--- config.mk ---
export PLATFORM = sky130hd
export DESIGN_NAME = alu8_bcd
export DESIGN_NICKNAME = d
export VERILOG_FILES = /design/src/rtl/alu8_pkg.sv /design/src/rtl/alu8_addsub.sv /design/src/rtl/alu8_decadj.sv /design/src/rtl/alu8_wide.sv /design/src/rtl/alu8_bcd.sv
export SDC_FILE = /design/constraint.sdc
export NUM_CORES = 1
export LEC_CHECK = 0
export BUFFER_PORTS_ARGS = -buffer_cell sky130_fd_sc_hd__buf_4
export CAP_MARGIN = 25
export CORE_UTILIZATION = 58
export DETAILED_ROUTE_END_ITERATION = 10
export PLACE_DENSITY = 0.92
export SYNTH_ARGS = -nofsm -noshare
export SYNTH_HDL_FRONTEND = slang
export SYNTH_SLANG_ARGS = --single-unit
--- constraint.sdc ---
create_clock -name vclk -period 4.8
set_input_delay 0 -clock vclk [all_inputs]
set_output_delay 0 -clock vclk [all_outputs]
set_load 0.02 [all_outputs]
--- src/rtl/alu8_pkg.sv ---
package alu8_pkg;

   typedef enum logic [3:0] {
      OP_ADD   = 4'd0,
      OP_ADC   = 4'd1,
      OP_SUB   = 4'd2,
      OP_SBC   = 4'd3,
      OP_CMP   = 4'd4,
      OP_AND   = 4'd5,
      OP_OR    = 4'd6,
      OP_XOR   = 4'd7,
      OP_INC   = 4'd8,
      OP_DEC   = 4'd9,
      OP_DADJ  = 4'd10,
      OP_CPL   = 4'd11,
      OP_SCF   = 4'd12,
      OP_CCF   = 4'd13,
      OP_SPOFF = 4'd14,
      OP_PAIR  = 4'd15
   } alu_op_e;

   // positions inside the packed flag byte (upper nibble)
   localparam int FLAG_Z = 7;
   localparam int FLAG_N = 6;
   localparam int FLAG_H = 5;
   localparam int FLAG_C = 4;

endpackage

--- src/rtl/alu8_addsub.sv ---
module alu8_addsub #(
   parameter int W = 8
) (
   input  logic [W-1:0] x,
   input  logic [W-1:0] y,
   input  logic         cin,
   input  logic         sub,
   output logic [W-1:0] sum,
   output logic         half,
   output logic         carry
);
   localparam int NIB = W / 2;

   logic [W-1:0] ym;
   logic         ci;
   logic [NIB:0] lo;
   logic [W:0]   full;

   // x - y - b == x + ~y + ~b ; borrow is the inverted carry out
   always_comb begin
      ym    = sub ? ~y : y;
      ci    = sub ? ~cin : cin;
      lo    = {1'b0, x[NIB-1:0]} + {1'b0, ym[NIB-1:0]} + {{NIB{1'b0}}, ci};
      full  = {1'b0, x} + {1'b0, ym} + {{W{1'b0}}, ci};
      sum   = full[W-1:0];
      half  = lo[NIB] ^ sub;
      carry = full[W] ^ sub;
   end

   always_comb begin
      if (sub) begin
         assert_borrow_R4 : assert (carry == ({1'b0, x} < ({1'b0, y} + {{W{1'b0}}, cin})))
            else $error("borrow mismatch");
      end
   end

endmodule

--- src/rtl/alu8_decadj.sv ---
module alu8_decadj #(
   parameter int W      = 8,
   parameter bit ENABLE = 1'b1
) (
   input  logic [W-1:0] a,
   input  logic         n_in,
   input  logic         h_in,
   input  logic         c_in,
   output logic [W-1:0] r,
   output logic         c_out
);
   localparam int NIB = W / 2;
   localparam logic [W:0]   STEP_LO  = (W+1)'(6);
   localparam logic [W:0]   LIMIT    = (W+1)'(159);
   localparam logic [W-1:0] FIX_LO   = W'(6);
   localparam logic [W-1:0] FIX_HI   = W'(96);
   localparam logic [NIB-1:0] NINE   = NIB'(9);

   generate
      if (ENABLE) begin : g_adjust
         logic [W:0]   step1;
         logic         big;
         logic [W-1:0] r_add;
         logic [W-1:0] r_sub;

         always_comb begin
            step1 = {1'b0, a} + (((a[NIB-1:0] > NINE) || h_in) ? STEP_LO : '0);
            big   = (step1 > LIMIT) || c_in;
            r_add = step1[W-1:0] + (big ? FIX_HI : '0);
            r_sub = a - (h_in ? FIX_LO : '0) - (c_in ? FIX_HI : '0);
            r     = n_in ? r_sub : r_add;
            c_out = n_in ? c_in : big;
         end

         always_comb begin
            if (n_in) begin
               assert_sub_keeps_carry_R8 : assert (c_out == c_in)
                  else $error("decimal adjust changed carry on subtract path");
            end else if (c_in) begin
               assert_add_sets_carry_R7 : assert (c_out)
                  else $error("decimal adjust lost carry on add path");
            end
         end
      end else begin : g_bypass
         always_comb begin
            r     = a;
            c_out = c_in;
         end
      end
   endgenerate

endmodule

--- src/rtl/alu8_wide.sv ---
module alu8_wide #(
   parameter int W = 8
) (
   input  logic [2*W-1:0] a,
   input  logic [2*W-1:0] b,
   input  logic           sp_mode,
   output logic [2*W-1:0] r,
   output logic           half,
   output logic           carry
);
   localparam int WW  = 2 * W;
   localparam int NIB = W / 2;
   localparam int HB  = WW - NIB;

   logic [WW-1:0] bop;
   logic [WW:0]   full;
   logic [NIB:0]  lo;
   logic [W:0]    byte_sum;
   logic [HB:0]   upper;

   always_comb begin
      bop      = sp_mode ? {{W{b[W-1]}}, b[W-1:0]} : b;
      full     = {1'b0, a} + {1'b0, bop};
      lo       = {1'b0, a[NIB-1:0]} + {1'b0, bop[NIB-1:0]};
      byte_sum = {1'b0, a[W-1:0]} + {1'b0, bop[W-1:0]};
      upper    = {1'b0, a[HB-1:0]} + {1'b0, bop[HB-1:0]};
      r        = full[WW-1:0];
      half     = sp_mode ? lo[NIB] : upper[HB];
      carry    = sp_mode ? byte_sum[W] : full[WW];
   end

   always_comb begin
      if (!sp_mode) begin
         assert_pair_wrap_R11 : assert (carry == (r < a))
            else $error("pair add carry disagrees with wrap");
      end
   end

endmodule

--- src/rtl/alu8_bcd.sv ---
module alu8_bcd
   import alu8_pkg::*;
#(
   parameter int W      = 8,
   parameter bit DAA_EN = 1'b1
) (
   input  logic [3:0]     op_sel,
   input  logic [2*W-1:0] a_in,
   input  logic [2*W-1:0] b_in,
   input  logic [W-1:0]   flags_in,
   output logic [2*W-1:0] res_out,
   output logic [W-1:0]   flags_out,
   output logic [3:0]     flags_we
);
   localparam int WW = 2 * W;

   generate
      if (W != 8) begin : g_bad_width
         $error("alu8_bcd: flag layout and decimal adjust need W == 8");
      end
   endgenerate

   alu_op_e     op;
   logic [W-1:0] a8, b8, y_sel, lg;
   logic        fz, fn, fh, fc;
   logic        cin_sel, sub_sel;
   logic [W-1:0] as_sum;
   logic        as_half, as_carry;
   logic [W-1:0] da_res;
   logic        da_c;
   logic [WW-1:0] wd_res;
   logic        wd_half, wd_carry;
   logic        z, n, h, c;
   logic [3:0]  we;

   always_comb begin
      op      = alu_op_e'(op_sel);
      a8      = a_in[W-1:0];
      b8      = b_in[W-1:0];
      fz      = flags_in[FLAG_Z];
      fn      = flags_in[FLAG_N];
      fh      = flags_in[FLAG_H];
      fc      = flags_in[FLAG_C];
      y_sel   = (op == OP_INC || op == OP_DEC) ? W'(1) : b8;
      cin_sel = (op == OP_ADC || op == OP_SBC) ? fc : 1'b0;
      sub_sel = (op == OP_SUB || op == OP_SBC || op == OP_CMP || op == OP_DEC);
   end

   alu8_addsub #(.W(W)) u_addsub (
      .x(a8), .y(y_sel), .cin(cin_sel), .sub(sub_sel),
      .sum(as_sum), .half(as_half), .carry(as_carry)
   );

   alu8_decadj #(.W(W), .ENABLE(DAA_EN)) u_decadj (
      .a(a8), .n_in(fn), .h_in(fh), .c_in(fc),
      .r(da_res), .c_out(da_c)
   );

   alu8_wide #(.W(W)) u_wide (
      .a(a_in), .b(b_in), .sp_mode(op == OP_SPOFF),
      .r(wd_res), .half(wd_half), .carry(wd_carry)
   );

   always_comb begin
      res_out = {{W{1'b0}}, a8};
      lg      = '0;
      z = fz; n = fn; h = fh; c = fc;
      we = 4'b0000;
      case (op)
         OP_ADD, OP_ADC, OP_SUB, OP_SBC: begin
            res_out = {{W{1'b0}}, as_sum};
            z = (as_sum == '0); n = sub_sel; h = as_half; c = as_carry;
            we = 4'b1111;
         end
         OP_CMP: begin
            z = (as_sum == '0); n = 1'b1; h = as_half; c = as_carry;
            we = 4'b1111;
         end
         OP_AND, OP_OR, OP_XOR: begin
            lg = (op == OP_AND) ? (a8 & b8) : (op == OP_OR) ? (a8 | b8) : (a8 ^ b8);
            res_out = {{W{1'b0}}, lg};
            z = (lg == '0); n = 1'b0; h = (op == OP_AND); c = 1'b0;
            we = 4'b1111;
         end
         OP_INC, OP_DEC: begin
            res_out = {{W{1'b0}}, as_sum};
            z = (as_sum == '0); n = sub_sel; h = as_half;
            we = 4'b1110;
         end
         OP_DADJ: begin
            res_out = {{W{1'b0}}, da_res};
            z = (da_res == '0); h = 1'b0; c = da_c;
            we = 4'b1011;
         end
         OP_CPL: begin
            res_out = {{W{1'b0}}, ~a8};
            n = 1'b1; h = 1'b1;
            we = 4'b0110;
         end
         OP_SCF, OP_CCF: begin
            n = 1'b0; h = 1'b0; c = (op == OP_SCF) ? 1'b1 : ~fc;
            we = 4'b0111;
         end
         OP_SPOFF: begin
            res_out = wd_res;
            z = 1'b0; n = 1'b0; h = wd_half; c = wd_carry;
            we = 4'b1111;
         end
         OP_PAIR: begin
            res_out = wd_res;
            n = 1'b0; h = wd_half; c = wd_carry;
            we = 4'b0111;
         end
         default: ;
      endcase
      flags_we  = we;
      flags_out = {we[3] ? z : fz, we[2] ? n : fn, we[1] ? h : fh, we[0] ? c : fc, 4'b0000};
   end

   always_comb begin
      if (op == OP_CMP) begin
         assert_cmp_keeps_a_R4 : assert (res_out[W-1:0] == a8 && flags_out[FLAG_Z] == (a8 == b8))
            else $error("compare altered A or zero flag wrong");
      end
      if (op == OP_AND || op == OP_OR || op == OP_XOR) begin
         assert_logic_no_carry_R5 : assert (!flags_out[FLAG_C] && !flags_out[FLAG_N])
            else $error("logic op left carry or subtract set");
      end
      if (op == OP_INC || op == OP_DEC) begin
         assert_incdec_keep_carry_R6 : assert (flags_out[FLAG_C] == flags_in[FLAG_C])
            else $error("inc/dec touched carry");
      end
      if (op == OP_SPOFF) begin
         assert_sp_zero_clear_R10 : assert (flags_out[FLAG_Z:FLAG_N] == 2'b00)
            else $error("offset add left zero or subtract set");
      end
      if (op_sel < 4'd14) begin
         assert_upper_zero_R12 : assert (res_out[WW-1:W] == '0)
            else $error("byte op produced upper bits");
      end
   end

endmodule

==> out/metrics.cfg, run 1 <==
[outcome]
status=finished clean

[critical_path]
cp.depth=19
crit_arrival_ns=4.25
worst-path-buf-inv=4
critPathTopFamily=adder cells
slowest_delay_ns=0.40
slowest_stage=fa_1
crit_path_end_kind=output port
path_class=input port to output port
critPathMaxFanout=10
crit_required_ns=4.80
start_kind=input port
path_cells=buf_4, inv_1, ha_1, o21ai_0, a21o_2, ha_1, inv_1, fa_1, or3_4, a21oi_1, o22a_1, or2b_1, ha_1, fa_1, xor2_1, mux2i_1, xnor2_1, a221o_1, buf_4
cp_common_cell=ha_1

[layout]
final_cells=594
nFlopsAndLatches=0
synthToLayoutAreaGrowth_pct=14.3
nNetsFinal=621
drive_gt1_frac=0.158
nFillCells=463
nClkBuffers=0
n_antenna_cell=0
register_area_um2=0

[power_and_ir_drop]
p_per_area_nw_per_um2=145
finalPower_w=0.000533
p_leak_nw=1.69
irDropWorstVdd_mv=0.0916

[timing]
hold_viol=0
period_minus_slack_ns=4.25
max_freq_mhz=235
slew_viol_final=0
worstMarginPinSlew_ns=0.721
setup_tns_ns=0
min_period_over_period=0.885
setup_viol=0
rsz0062_at_grt=no
slew_headroom=0.513

[drt]
first_pass_iters=6
routed_wl_um=10800
vias=3918
remaining_drc_errors=0
drtIter0Drc=472
viasPerCell=6.60
wl_per_cell_um=18.2
ant_nets=0

[synth]
yosys.area.top_type=ha_1
synthCells=483
synthTopCellsByCount=nor2_1 (55), a21oi_1 (49), ha_1 (46)
synthesis.area_um2=3210
synth_area_leaders=ha_1 (18%), a21oi_1 (7.6%), nor2_1 (6.4%)
synth.yosys.seq_area_share=0
synth.most_common_cell=nor2_1
ys_warn_count=0
synth_area_per_cell_um2=6.64
yosys.area.top_type_share=0.179
synth_cell_type_count=62

[clock_tree]
postCtsSetupBuffers=0
cts_resized=0
ctsHoldBuffers=0

[global_routing]
grt_pass1_vias=3605
grt-ovfl-total=0
grt_pass1_wl_um=17600
grt_max_degree=35
grtUsageTotal=0.366
antenna_found_initial=0

[placed_design]
gp_congestion=1.03
dp_hpwl_um=8570
dp_cells=593
io_buffers=63

[die]
die_x_um=76.4
initial_core_util=0.616
num_io_pins=72
die_y_um=76.4
core_area_um2=5200
die-area_um2=5830
num_rows=26

[min_path]
hp-class=input port to output port
min_path_cells=3

[job]
max_cap_viol_count=0

==> tightest hold or removal path, stage by stage <==
cell and delay, ns:
buf_4 0.13, o32a_1 0.14, buf_4 0.13
==> final cells by class <==
| type | instances | area (um2) | share of cell area |
|---|---|---|---|
| Inverter | 31 | 116 | 0.0317 |
| Multi-Input combinational cell | 426 | 2960 | 0.807 |
| Timing Repair Buffer | 67 | 503 | 0.137 |
| Tap cell | 70 | 87.6 | 0.0239 |
==> power breakdown <==
group / internal, W / switching, W / leakage (nW)
sequential: 0 / 0 / 0
combinational: 0.000217 / 0.000316 / 1.69
clock: 0 / 0 / 0
total: 0.000217 / 0.000316 / 1.69
==> per-layer routing <==
layer / routed length (um) / track usage / share of wire / vias to the layer above
met5: 0 / 0 / 0 / -
met4: 142 / 0.0577 / 0.013 / 0
met3: 1210 / 0.0455 / 0.11 / 20
met2: 4900 / 0.620 / 0.45 / 261
met1: 4570 / 0.499 / 0.42 / 1802
li1: - / - / - / 1835
==> cell families (layout without fill, tap and decap cells) <==
| kind of cell | after synthesis | count (layout) | synth area share |
|---|---|---|---|
| buf+inv | 60 | 98 | 0.0808 |
| xor+xnor | 27 | 27 | 0.0737 |
| fa+ha+maj | 51 | 51 | 0.211 |
| compound gates | 170 | 170 | 0.346 |
| other cells | 2 | 5 | 0.00234 |
| mux | 21 | 21 | 0.0663 |
| simple gates | 152 | 152 | 0.220 |
==> metrics by stage <==
stage                     instance area (um2)   util  setup WS, ns  hold slack (ns)
after floorplan                          3220      -          1.21            0.179
after global placement                   3660  0.703         0.798            0.395
after detailed placement                 3660  0.703         0.632            0.391
after CTS                                3660  0.703         0.620            0.398
after global routing                     3670  0.704         0.298            0.435
final                                    3670  0.704         0.553            0.407
==> worst paths after layout <==
kind            to  slack (ns)  startpoint
max   flags_out[7]        0.55     a_in[1]
min     res_out[6]        0.41     a_in[6]
==> layout by cell type (no fill, tap or decap), drive strengths merged, types with 2 or more instances in the layout <==
master / instances
nor3: 10
nor2: 55
fa: 5
xnor2: 13
nand2: 44
or3: 4
o22ai: 5
nand3b: 2
xor2: 14
inv: 28
nand3: 5
o22a: 6
o21ai: 40
a21o: 7
or2b: 2
a211oi: 6
clkinv: 3
conb: 5
o32ai: 3
o211ai: 4
o21bai: 2
nor3b: 3
mux2: 2
o21a: 8
nand2b: 10
o31ai: 2
o221ai: 12
a22oi: 2
buf: 67
mux2i: 19
a21oi: 49
or2: 4
a221oi: 3
nand4: 4
a31oi: 6
ha: 46
o32a: 2
nor2b: 6
Power figures use the tool's default switching activity.
==> run 2: changes to the inputs <==
--- a/config.mk
+++ b/config.mk
@@ -6,8 +6,9 @@
 export NUM_CORES = 1
 export LEC_CHECK = 0
-export BUFFER_PORTS_ARGS = -buffer_cell sky130_fd_sc_hd__buf_4
+export ABC_AREA = 1
 export CAP_MARGIN = 25
-export CORE_UTILIZATION = 58
+export CORE_UTILIZATION = 69
 export DETAILED_ROUTE_END_ITERATION = 10
+export DONT_BUFFER_PORTS = 1
 export PLACE_DENSITY = 0.92
 export SYNTH_ARGS = -nofsm -noshare
==> constraint.sdc (replaced) <==
create_clock -name vclk -period 4.8
set_input_delay 0.96 -clock vclk [all_inputs]
set_output_delay 0.96 -clock vclk [all_outputs]
set_load 0.02 [all_outputs]
==> out/metrics.cfg, run 2 <==
[drt]
first_pass_iters=5  ; -1
wl_met1_um=3970  ; -13%
remaining_drc_errors=0  ; unchanged
dr_wl_met3_um=1000  ; -17%
wl_per_cell_um=16.0  ; -12%
viasPerCell=6.17  ; -6.5%
vias=3971  ; +1.4%
routed.top_layer=met4
routed_wl_um=10300  ; -4.8%
drtIter0Drc=370  ; -22%
wl_met2_um=4820  ; -1.8%
ant_nets=0  ; unchanged

[synth]
synth_area_per_cell_um2=5.42  ; -18%
synth_cell_type_count=39  ; -37%
yosys.area.top_type_share=0.194  ; +0.0141
yosys.area.top_type=nand2_1
ys_warn_count=0  ; unchanged
synth_area_leaders=nand2_1 (19%), ha_1 (18%), nand3_1 (10%)
synthTopCellsByCount=nand2_1 (163), inv_1 (87), nand3_1 (66)
synth.most_common_cell=nand2_1
synth.yosys.seq_area_share=0  ; unchanged
synthCells=583  ; +21%
synthesis.area_um2=3160  ; -1.4%

[global_routing]
grt_pass1_vias=3827  ; +6.2%
grtUsageTotal=0.412  ; +0.0464
grt_max_degree=16  ; -54%
antenna_found_initial=0  ; unchanged
grt-ovfl-total=0  ; unchanged
grt_pass1_wl_um=16600  ; -5.5%

[power_and_ir_drop]
p_per_area_nw_per_um2=141  ; -3.3%
irDropWorstVdd_mv=0.0922  ; +0.71%
p_leak_nw=1.90  ; +12%

[layout]
nFillCells=377  ; -19%
nFlopsAndLatches=0  ; unchanged
nClkBuffers=0  ; unchanged
final_cells=644  ; +8.4%
n_antenna_cell=0  ; unchanged
finalInstanceArea_um2=3450  ; -5.9%
nNetsFinal=689  ; +11%
layout_common_cells=nand2_1 (160), inv_1 (83), nand3_1 (61)
register_area_um2=0  ; unchanged
drive_gt1_frac=0.103  ; -0.0554
synthToLayoutAreaGrowth_pct=9.11
final_common_cell=nand2_1

[timing]
hold_viol=0  ; unchanged
max_freq_mhz=206  ; -13%
slew_viol_final=0  ; unchanged
setup_tns_ns=-0.0639  ; -0.0639 ns
rsz0062_at_grt=yes
worstMarginPinSlew_ns=0.679  ; -0.0416 ns
setup_viol=2  ; +2
fin_ws_ns=-0.0600  ; -0.613 ns
period_minus_slack_ns=4.86  ; +0.613 ns
min_period_over_period=1.01  ; +0.128
slew_headroom=0.542  ; +0.0292

[critical_path]
path_class=input port to output port
crit_path_end_kind=output port
critPathMaxFanout=9  ; -1
crit_required_ns=3.84  ; -0.96 ns
start_kind=input port
crit_arrival_ns=3.90  ; -0.35 ns

[placed_design]
dp_hpwl_um=8050  ; -6.1%
gp_congestion=0.971  ; -5.6%
io_buffers=0  ; -100%
dpl_cell_area_um2=3260  ; -11%
dp_cells=638  ; +7.6%

[die]
die_y_um=69.7  ; -8.7%
num_rows=24  ; -7.7%
core_area_um2=4380  ; -16%
num_io_pins=72  ; unchanged
die_x_um=69.7  ; -8.7%
die-area_um2=4860  ; -17%
initial_core_util=0.721  ; +0.105

[outcome]
violations=setup timing
status=finished, violations left

[min_path]
min_path_cells=2  ; -1
hold_end=res_out[6]
worstHoldStart=a_in[6]
hp-class=input port to output port

[clock_tree]
ctsHoldBuffers=0  ; unchanged

[job]
max_cap_viol_count=0  ; unchanged

[run 2: logic make-up after synthesis]
kind of cell / after synthesis / share of synthesized area
other: 2 / 0.00238
AOI/OAI and AO/OA: 89 / 0.156
and+or+nand+nor: 318 / 0.436
adders and majority gates: 51 / 0.214
buffers and inverters: 105 / 0.142
xor gates and xnor gates: 18 / 0.0499
[run 2: worst max path at each step]
stage / start / endpoint / slack (ns)
floorplan: a_in[1] / flags_out[7] / 0.02
global placement: a_in[1] / res_out[6] / -0.10
detailed placement: a_in[1] / res_out[6] / -0.18
CTS: a_in[1] / flags_out[7] / -0.07
global route: a_in[1] / flags_out[7] / -0.18
finish: a_in[1] / flags_out[7] / -0.06
[run 2: final cells by class]
class / count / area [um2] / area share
inverter: 93 / 379 / 0.110
tap: 52 / 65.1 / 0.0189
multi-input combinational: 481 / 2870 / 0.831
timing repair buffer: 18 / 139 / 0.0403
[run 2: metrics by stage]
stage          hold WS, ns  setup WS, ns   util  power [W]
2_1_floorplan         2.08        0.0214      -   0.000360
3_3_place_gp          2.09        -0.102  0.743   0.000429
3_5_place_dp          2.09        -0.182  0.743   0.000443
4_1_cts               2.08       -0.0698  0.763   0.000455
5_1_grt               2.10        -0.181  0.787   0.000535
6_report              2.09       -0.0600  0.787   0.000485
[run 2: metal layers]
metal  up-vias  global-route usage
met5         -                   0
met2       268               0.726
met4         0               0.222
met3        54              0.0436
li1       1916                   -
met1      1733               0.487
[run 2: power breakdown]
group | switching, W | internal (W)
sequential | 0 | 0
clock | 0 | 0
combinational | 0.000313 | 0.000172
[run 2: what timing repair did]
action | 4_1_cts | 5_1_grt
pin swaps | 16 | 17
endpoints found under the hold margin | 0 | 0
gates resized for setup | 22 | 17
buffers inserted | 3 | 3
endpoints found under the setup margin | 3 | 3
[run 2: critical path, cell delays in order]
cell and delay, ns:
inv_12 0.02, ha_4 0.15, o21ai_4 0.15, a21oi_2 0.09, inv_2 0.08, ha_4 0.14, inv_2 0.04, fa_2 0.38
nor2_4 0.18, nand2_2 0.07, xor2_1 0.15, o21ai_1 0.13, nand2_1 0.09, ha_2 0.18, fa_2 0.33, nand3b_1 0.20
nand3_2 0.12, nand3_1 0.08, nor2_1 0.10, nand3_1 0.10, nand3_2 0.16
==> run 3: changes to the inputs <==
Settings changed: CORE_MARGIN from default to 2.
==> out/metrics.cfg, run 3 (synthesized netlist as in run 2, its figures left out) <==
[outcome]
status=finished clean

[timing]
max_freq_mhz=209  ; +1.6%
hold_viol=0  ; unchanged
slew_headroom=0.552  ; +0.00966
period_minus_slack_ns=4.79  ; -0.0742 ns
min_period_over_period=0.997  ; -0.0155
setup_viol=0  ; -2
holdWs_ns=2.10  ; +0.0139 ns
rsz0062_at_grt=yes
setup_tns_ns=0  ; +0.0639 ns
worstMarginPinSlew_ns=0.665  ; -0.0143 ns
slew_viol_final=0  ; unchanged

[power_and_ir_drop]
irDropWorstVdd_mv=0.0971  ; +5.3%
seqPwrFrac=0  ; unchanged
p_leak_nw=1.89  ; -0.88%
p_per_area_nw_per_um2=140  ; -0.58%
swShare=0.646  ; about the same
power_frac_clock=0  ; unchanged
p_int_w=0.000169  ; -1.6%
comb_power_share=1.000  ; about the same
p_switching_w=0.000309  ; -1.3%

[drt]
wl_per_cell_um=15.3  ; -4.4%
vias=3923  ; -1.2%
remaining_drc_errors=0  ; unchanged
viasPerCell=6.13  ; -0.59%
ant_nets=0  ; unchanged
drtIter0Drc=384  ; +3.8%
routed_wl_um=9790  ; -5.0%
first_pass_iters=5  ; unchanged

[placed_design]
io_buffers=0  ; unchanged
dp_hpwl_um=7920  ; -1.5%
gp_congestion=0.974  ; +0.32%
dpl_cell_area_um2=3250  ; -0.23%
dp_cells=637  ; -0.16%

[global_routing]
grt_pass1_vias=3638  ; -4.9%
antenna_found_initial=0  ; unchanged
grt-ovfl-total=0  ; unchanged
grt_max_degree=16  ; unchanged
grtUsageTotal=0.381  ; -0.0314
grt_pass1_wl_um=16000  ; -3.9%

[layout]
finalInstanceArea_um2=3420  ; -0.83%
nClkBuffers=0  ; unchanged
layout_common_cells=nand2_1 (160), inv_1 (83), nand3_1 (61)
final_cells=640  ; -0.62%
synthToLayoutAreaGrowth_pct=8.19
drive_gt1_frac=0.0986  ; -0.00440
final_common_cell=nand2_1
nFlopsAndLatches=0  ; unchanged
n_antenna_cell=0  ; unchanged
nNetsFinal=685  ; -0.58%
register_area_um2=0  ; unchanged

[die]
die_x_um=71.7  ; +2.9%
die_y_um=71.7  ; +2.9%
initial_core_util=0.721  ; unchanged
die-area_um2=5140  ; +5.8%
num_rows=24  ; unchanged
num_io_pins=72  ; unchanged
core_area_um2=4380  ; unchanged

[critical_path]
critPathTopFamily=adder cells
crit_required_ns=3.84  ; about the same
path_cells=inv_12, ha_4, o21ai_2, a21oi_2, inv_2, ha_4, inv_2, fa_2, nor2_4, nand2_2, xor2_2, o21ai_1, nand2_1, ha_2, fa_2, o21ai_4, nand3_2, nor2_1, nand3_1, nand3_4
crit_start=a_in[1]
slowest_delay_ns=0.46  ; +0.08 ns
slowest_stage=fa_2
cp.depth=20  ; -4.8%
path_class=input port to output port
setup.worst_path.end=flags_out[7]
critPathMaxFanout=9  ; unchanged
worst-path-buf-inv=3  ; unchanged
start_kind=input port
crit_path_end_kind=output port
crit_arrival_ns=3.83  ; -0.07 ns

[min_path]
hp-class=input port to output port
worstHoldStart=a_in[6]

[job]
max_cap_viol_count=0  ; unchanged

[clock_tree]
ctsHoldBuffers=0  ; unchanged

## run 3: cell types whose count changed in the layout (fill, tap and decap cells not counted), sizes merged
cell | before | now
buf | 18 | 14
## run 3: through the flow
step                       util  setup WS, ns  total power, W
after floorplan               -        0.0214        0.000360
after global placement    0.741       -0.0707        0.000428
after detailed placement  0.741        -0.160        0.000440
after CTS                 0.764       -0.0563        0.000454
after global routing      0.780        -0.140        0.000533
final                     0.780        0.0142        0.000478
## run 3: layout make-up
class,instances,area (um2)
repair buffers,14,105
multi-input cells,481,2870
inverters,93,377
fillers,375,965
well taps,52,65.1
## run 3: power by group through the flow
| stage | Clock, W | Combinational (W) | Sequential (W) |
|---|---|---|---|
| floorplan | 0 | 0.000360 | 0 |
| global placement | 0 | 0.000428 | 0 |
| detailed placement | 0 | 0.000440 | 0 |
| CTS | 0 | 0.000454 | 0 |
| global route | 0 | 0.000533 | 0 |
| finish | 0 | 0.000478 | 0 |
## run 3: what timing repair did
item	4_1_cts	5_1_grt
setup buffers	3	1
setup endpoints to repair	3	3
pin swaps	18	19
resized for setup	25	13
## run 3: worst min path at each step
stage               cells past startpoint  slack [ns]          to
global placement                        2        2.09  res_out[6]
CTS                                     2        2.08  res_out[6]
finish                                  2        2.10  res_out[6]
floorplan                               2        2.08  res_out[6]
global route                            2        2.11  res_out[6]
detailed placement                      2        2.09  res_out[6]
## run 3: routing by layer
metal | part of all wire | global-route usage | vias to the layer above
li1 | - | - | 1905
met2 | 0.46 | 0.669 | 244
met3 | 0.088 | 0.0436 | 49
met5 | 0 | 0 | -
met4 | 0.048 | 0.157 | 0
met1 | 0.40 | 0.469 | 1725
